===== src/rtl/sclk_pkg.sv =====
package sclk_pkg;

   typedef enum logic {
      PH_IDLE   = 1'b0,
      PH_ACTIVE = 1'b1
   } sclk_phase_e;

   function automatic logic [15:0] at_least_one(input logic [15:0] v);
      return (v == 16'd0) ? 16'd1 : v;
   endfunction

endpackage


===== src/rtl/sclk_prescaler.sv =====
module sclk_prescaler #(
   parameter int SCALE_W   = 4,
   parameter int MAX_SCALE = 8
) (
   input  logic               clk,
   input  logic               rst_n,
   input  logic               active_i,
   input  logic [SCALE_W-1:0] scale_i,
   output logic               tick_o
);
   localparam int PRE_W = (MAX_SCALE > 0) ? MAX_SCALE : 1;

   if (SCALE_W < 1) begin : g_bad_w
      $error("sclk_prescaler: SCALE_W must be at least 1");
   end
   if (MAX_SCALE >= (1 << SCALE_W)) begin : g_bad_max
      $error("sclk_prescaler: MAX_SCALE does not fit in SCALE_W");
   end

   if (MAX_SCALE == 0) begin : g_direct
      assign tick_o = active_i;
   end else begin : g_count
      logic [SCALE_W-1:0] s_eff;
      logic [PRE_W-1:0]   lim;
      logic [PRE_W-1:0]   cnt_q;

      always_comb begin
         s_eff = (scale_i > SCALE_W'(MAX_SCALE)) ? SCALE_W'(MAX_SCALE) : scale_i;
         for (int i = 0; i < PRE_W; i++) begin
            lim[i] = (i < int'(s_eff));
         end
      end

      assign tick_o = active_i && (cnt_q >= lim);

      always_ff @(posedge clk or negedge rst_n) begin
         if (!rst_n) begin
            cnt_q <= '0;
         end else if (!active_i || tick_o) begin
            cnt_q <= '0;
         end else begin
            cnt_q <= cnt_q + 1'b1;
         end
      end

      // every prescaled tick restarts the count from zero
      a_r3_restart_after_tick: assert property (@(posedge clk) disable iff (!rst_n)
         tick_o |=> (cnt_q == '0));
   end

endmodule


===== src/rtl/sclk_phase_ctr.sv =====
module sclk_phase_ctr
   import sclk_pkg::*;
#(
   parameter int SET_W = 8
) (
   input  logic             clk,
   input  logic             rst_n,
   input  logic             run_i,
   input  logic             tick_i,
   input  logic [SET_W-1:0] hi_set_i,
   input  logic [SET_W-1:0] lo_set_i,
   output logic             active_o,
   output logic             lead_o,
   output logic             trail_o
);
   if (SET_W < 1 || SET_W > 16) begin : g_bad_w
      $error("sclk_phase_ctr: SET_W must be 1 to 16");
   end

   sclk_phase_e      phase_q;
   logic [SET_W-1:0] cnt_q;
   logic [SET_W-1:0] len_m1;
   logic             edge_now;
   logic             lead_q, trail_q;

   always_comb begin
      logic [15:0] len;
      len = (phase_q == PH_ACTIVE) ? at_least_one(16'(hi_set_i))
                                   : at_least_one(16'(lo_set_i));
      len_m1 = SET_W'(len - 16'd1);
   end

   assign edge_now = run_i && tick_i && (cnt_q >= len_m1);

   always_ff @(posedge clk or negedge rst_n) begin
      if (!rst_n) begin
         phase_q <= PH_IDLE;
         cnt_q   <= '0;
         lead_q  <= 1'b0;
         trail_q <= 1'b0;
      end else if (!run_i) begin
         phase_q <= PH_IDLE;
         cnt_q   <= '0;
         lead_q  <= 1'b0;
         trail_q <= 1'b0;
      end else begin
         lead_q  <= edge_now && (phase_q == PH_IDLE);
         trail_q <= edge_now && (phase_q == PH_ACTIVE);
         if (edge_now) begin
            cnt_q   <= '0;
            phase_q <= (phase_q == PH_IDLE) ? PH_ACTIVE : PH_IDLE;
         end else if (tick_i) begin
            cnt_q <= cnt_q + 1'b1;
         end
      end
   end

   assign active_o = (phase_q == PH_ACTIVE);
   assign lead_o   = lead_q;
   assign trail_o  = trail_q;

   // strobes mark the cycle where the phase has just turned
   a_r8_lead_enters_active: assert property (@(posedge clk) disable iff (!rst_n)
      lead_o |-> (phase_q == PH_ACTIVE));
   a_r8_trail_enters_idle: assert property (@(posedge clk) disable iff (!rst_n)
      trail_o |-> (phase_q == PH_IDLE));
   a_r8_strobes_exclusive: assert property (@(posedge clk) disable iff (!rst_n)
      !(lead_o && trail_o));
   // the phase only turns on a prescaled tick
   a_r5_turn_on_tick_only: assert property (@(posedge clk) disable iff (!rst_n)
      (run_i && !tick_i) |=> $stable(phase_q));
   // dropping the run request parks the clock at idle
   a_r11_park_on_stop: assert property (@(posedge clk) disable iff (!rst_n)
      !run_i |=> (phase_q == PH_IDLE && !lead_o && !trail_o));

endmodule


===== src/rtl/sclk_interval_timer.sv =====
module sclk_interval_timer
   import sclk_pkg::*;
#(
   parameter int SET_W = 8
) (
   input  logic             clk,
   input  logic             rst_n,
   input  logic             en_i,
   input  logic             tick_i,
   input  logic [SET_W-1:0] hi_set_i,
   input  logic [SET_W-1:0] lo_set_i,
   output logic             tick_o
);
   localparam int TMR_W = 2 * SET_W;

   if (TMR_W > 16) begin : g_bad_w
      $error("sclk_interval_timer: reload wider than 16 bits");
   end

   logic [TMR_W-1:0] per_m1;
   logic [TMR_W-1:0] cnt_q;
   logic             tick_q;

   assign per_m1 = TMR_W'(at_least_one(16'({hi_set_i, lo_set_i})) - 16'd1);

   always_ff @(posedge clk or negedge rst_n) begin
      if (!rst_n) begin
         cnt_q  <= '0;
         tick_q <= 1'b0;
      end else if (!en_i) begin
         cnt_q  <= '0;
         tick_q <= 1'b0;
      end else if (tick_i) begin
         tick_q <= (cnt_q >= per_m1);
         cnt_q  <= (cnt_q >= per_m1) ? '0 : cnt_q + 1'b1;
      end else begin
         tick_q <= 1'b0;
      end
   end

   assign tick_o = tick_q;

   // a reload tick follows a prescaled tick and leaves the count at zero
   a_r9_tick_from_prescale: assert property (@(posedge clk) disable iff (!rst_n)
      tick_o |-> $past(tick_i));
   a_r9_tick_restarts: assert property (@(posedge clk) disable iff (!rst_n)
      tick_o |-> (cnt_q == '0));
   a_r9_quiet_when_off: assert property (@(posedge clk) disable iff (!rst_n)
      !en_i |=> !tick_o);

endmodule


===== src/rtl/sclk_gen.sv =====
module sclk_gen #(
   parameter int SET_W     = 8,
   parameter int SCALE_W   = 4,
   parameter int MAX_SCALE = 8
) (
   input  logic               clk,
   input  logic               rst_n,
   input  logic               run_i,
   input  logic               timer_mode_i,
   input  logic               cpol_i,
   input  logic [SCALE_W-1:0] scale_i,
   input  logic [SET_W-1:0]   hi_set_i,
   input  logic [SET_W-1:0]   lo_set_i,
   output logic               sclk_o,
   output logic               lead_o,
   output logic               trail_o,
   output logic               tick_o
);
   logic clk_run;
   logic pre_active;
   logic pre_tick;
   logic phase_active;

   assign clk_run    = run_i && !timer_mode_i;
   assign pre_active = clk_run || timer_mode_i;

   sclk_prescaler #(.SCALE_W(SCALE_W), .MAX_SCALE(MAX_SCALE)) u_pre (
      .clk      (clk),
      .rst_n    (rst_n),
      .active_i (pre_active),
      .scale_i  (scale_i),
      .tick_o   (pre_tick)
   );

   sclk_phase_ctr #(.SET_W(SET_W)) u_phase (
      .clk      (clk),
      .rst_n    (rst_n),
      .run_i    (clk_run),
      .tick_i   (pre_tick),
      .hi_set_i (hi_set_i),
      .lo_set_i (lo_set_i),
      .active_o (phase_active),
      .lead_o   (lead_o),
      .trail_o  (trail_o)
   );

   sclk_interval_timer #(.SET_W(SET_W)) u_tmr (
      .clk      (clk),
      .rst_n    (rst_n),
      .en_i     (timer_mode_i),
      .tick_i   (pre_tick),
      .hi_set_i (hi_set_i),
      .lo_set_i (lo_set_i),
      .tick_o   (tick_o)
   );

   assign sclk_o = phase_active ^ cpol_i;

   // timer mode keeps the serial clock silent
   a_r10_timer_silences_clock: assert property (@(posedge clk) disable iff (!rst_n)
      timer_mode_i |=> (!lead_o && !trail_o));
   // without a run request no edge strobe appears
   a_r2_no_strobe_idle: assert property (@(posedge clk) disable iff (!rst_n)
      !run_i |=> (!lead_o && !trail_o));
   // the clock sits at the idle level whenever a trailing edge is flagged
   a_r7_trail_at_idle: assert property (@(posedge clk) disable iff (!rst_n)
      trail_o |-> (sclk_o == cpol_i));

endmodule


===== config.mk =====
export PLATFORM = sky130hd
export DESIGN_NAME = sclk_gen
export DESIGN_NICKNAME = d
export VERILOG_FILES = /design/src/rtl/sclk_pkg.sv /design/src/rtl/sclk_prescaler.sv /design/src/rtl/sclk_phase_ctr.sv /design/src/rtl/sclk_interval_timer.sv /design/src/rtl/sclk_gen.sv
export SDC_FILE = /design/constraint.sdc
export NUM_CORES = 1
export LEC_CHECK = 0
export BUFFER_PORTS_ARGS = -buffer_cell sky130_fd_sc_hd__clkbuf_2
export CORE_MARGIN = 3
export CORE_UTILIZATION = 55
export DETAILED_ROUTE_END_ITERATION = 7
export PLACE_DENSITY_LB_ADDON = 0.08
export SKIP_CTS_REPAIR_TIMING = 1
export SLEW_MARGIN = 0
export SYNTH_ARGS = -nofsm -noshare
export SYNTH_HDL_FRONTEND = slang
export SYNTH_SLANG_ARGS = --single-unit

===== constraint.sdc =====
create_clock -name clk -period 3.3 [get_ports clk]
set_input_delay 0.33 -clock clk [delete_from_list [all_inputs] [get_ports clk]]
set_output_delay 0.33 -clock clk [all_outputs]
set_load 0.02 [all_outputs]

==> reports/results.ini <==
[route]
dr.pass1.iters=4
routedWlPerCell_um=15.1
drc=0
detail-route-antenna-nets=0
vias=2979
drt_iter0_drc=245
drt-vias-per-instance=5.97
routed_wl_um=7560

[synthesis]
synth_edf_count=0
syn_inst=381
yosysUniqueCellTypes=51
synth_seq_cells=36
synth_fp_nets=443
syn_area_per_cell_um2=8.30
netlist_area_um2=3160
ys_warn_count=0
postSynth.asyncResetShare_pct=100
synthFlopType=dfrtp_1
seq_area_frac_synth_pct=28.5

[critical_path]
worst_r2r_endpoint=u_phase.active_o
r2r_cells=13
crit_fanout=10
required_ns=3.52
critPathCaptureType=flop
rr_startpoint=u_phase.active_o
criticalPathCategory=input port to flop
ff2ff_setup_slack_ns=0.37
cp.arrival_ns=3.34
crit_path_start_kind=input port

[clock_network]
cts_sinks=36
clock-root-buffer=clkbuf_8
insertion_delay_ns=0.29
cts-htree-levels=2
cts_tree=done
cts_made_buffers=5
clockBufferDepth=2
path_clk_slew_ns=0.07

[floorplanning]
coreArea_um2=5340
start_util_pct=59.3
num_rows=26
fp.dieW_um=81.8
die_h_um=81.8
top_level_ports=29
dieArea_um2=6700

[placement]
port_buffers=28
place_ws_ns=-0.165
gp_congestion=0.889
dp.cells=489
dp_hpwl_um=5700

[global_routing]
grt_pass1_vias=2731
grt_pass1_wl_um=12500
antenna_found_initial=0
grt_remaining_overflow=0
track_usage_pct=23.9
grt_max_degree=42

[sta]
finClkSkew_ns=0.00460
finalCritPeriodShare_pct=94.4
worst_slack_ns=0.186
tightest_slew_ns=0.888
maxSlewViolCount=0
finalSetupViolations=0
relSlewSlack_pct=40.8
min_period_ns=3.11
fmax_ghz=0.321
finalHoldViolations=0

[pwr]
p_per_area_nw_per_um2=299
total_power_w=0.00110
power.leakage_nw=1.65
ir_worst_vdd_mv=0.187

[cells_and_area]
drive_above_1_share_pct=19.6
syn_to_final_growth_pct=16.4
n_antenna_cell=0
final_util_pct=69.0
nets=491
fin_cells=499

[run]
cap_violations=0

[status]
outcome=complete, no violations

[worst_hold_path]
worst_hold_path_type=input port to async pin

[how the worst max path moves through the flow]
stage                start               end  slack, ns  depth (start not counted)
3_5_place_dp   hi_set_i[1]    u_tmr.cnt_q[8]      -0.17                         15
5_1_grt        hi_set_i[3]    u_tmr.cnt_q[8]      -0.03                         16
4_1_cts        hi_set_i[1]   u_tmr.cnt_q[15]       0.14                         15
2_1_floorplan  hi_set_i[1]  u_phase.cnt_q[1]      0.003                         17
3_3_place_gp   hi_set_i[1]    u_tmr.cnt_q[3]      -0.08                         15
6_report       hi_set_i[3]   u_tmr.cnt_q[10]       0.19                         16
[power breakdown]
part	switching (W)	internal (W)
clock	0.000155	0.000186
sequential	0.0000382	0.000468
combinational	0.000139	0.000114
[critical path, stage by stage]
cell and delay (ns):
clkbuf_2 0.11, or3_4 0.41, nor4_4 0.30, a21oi_2 0.11
ha_1 0.23, nand3_2 0.10, nor3_1 0.06, xnor2_1 0.12
ha_1 0.29, nand4_1 0.13, nor3_1 0.08, or3_4 0.39
nor3_2 0.28, o21ai_2 0.09, buf_4 0.19, nor2_1 0.11
[state kept, by name, indices dropped and copies added, names as in the netlist]
register and flops:
u_phase.active_o 1, u_phase.cnt_q 8, u_tmr.tick_o 1, u_phase.trail_o 1, u_tmr.cnt_q 16, u_phase.lead_o 1, u_pre.g_count.cnt_q 8
[Yosys cell counts (2+ instances only)]
cell type  number  area share (%)
and4_1          3            0.83
nand2b_1        6             1.2
o2111ai_1       2            0.55
ha_1           37              15
clkbuf_1       10             1.2
nor3b_1         3            0.71
a211oi_1        2            0.47
nor4_1          8             1.6
buf_2           3            0.47
o21ai_0         6            0.95
o21ai_2         2            0.55
a21o_1          6             1.4
and3_1          6             1.2
or4_1           2            0.47
or2_1           2            0.40
nor3_1         23             3.6
dfrtp_1        36              28
nand4_1         6             1.2
o21ai_1        12             1.9
or2_2           2            0.40
inv_1          12             1.4
xor2_1         13             3.6
o22ai_1         2            0.40
mux2i_1         4             1.3
or3_1           6             1.2
nand2_1        28             3.3
nor2_1         34             4.0
a21oi_1        34             5.4
o21a_1          5             1.2
xnor2_1        20             5.5
a21boi_1        2            0.47
and2_1          6             1.2
nand3_1        18             2.8
buf_4           3            0.71
[cells in the final DEF (no fill, tap or decap), types with 5 or more instances in the layout]
cell type,synthesis,routed
nand2b_1,6,6
and2_1,6,6
dfrtp_1,36,36
o21ai_1,12,13
and3_1,6,6
ha_1,37,37
nand3_1,18,17
xnor2_1,20,20
inv_1,12,12
xor2_1,13,13
nor2_1,34,34
clkbuf_2,0,28
nor3_1,23,22
nand4_1,6,6
buf_4,3,29
nand2_1,28,28
o21a_1,5,5
clkbuf_8,0,7
nor4_1,8,7
a21o_1,6,6
a21oi_1,34,33
[area by class of cell]
class,count,area (µm²)
timing repair buffer,58,363
inverter,12,45.0
sequential,36,901
fill,478,1650
multi-input combinational,316,2190
tap,70,87.6
clock buffer,7,96.3
[routing by layer]
layer	share of wire, %	vias up	track usage [%]
li1	-	1476	-
met1	46	1399	34.3
met2	46	93	38.0
met3	6.3	11	3.40
met4	1.2	0	5.15
met5	0	-	0
[stage by stage]
| step | TNS (ns) | instance area, µm² | hold WS [ns] |
|---|---|---|---|
| 6_report | 0 | 3680 | 0.156 |
| 4_1_cts | 0 | 3630 | 0.187 |
| 3_3_place_gp | -0.915 | 3530 | 0.492 |
| 3_5_place_dp | -2.68 | 3530 | 0.498 |
| 2_1_floorplan | 0 | 3190 | 0.0344 |
| 5_1_grt | -0.153 | 3680 | 0.228 |
[kinds of logic after synthesis]
logic type / synth area share (%)
AOI/OAI and AO/OA: 16.6
xor gates and xnor gates: 9.14
adders and majority gates: 14.6
buffers and inverters: 4.15
DFF: 28.5
muxes: 1.27
and+or+nand+nor: 25.8
Note: power is estimated with default switching activity, not from simulation.
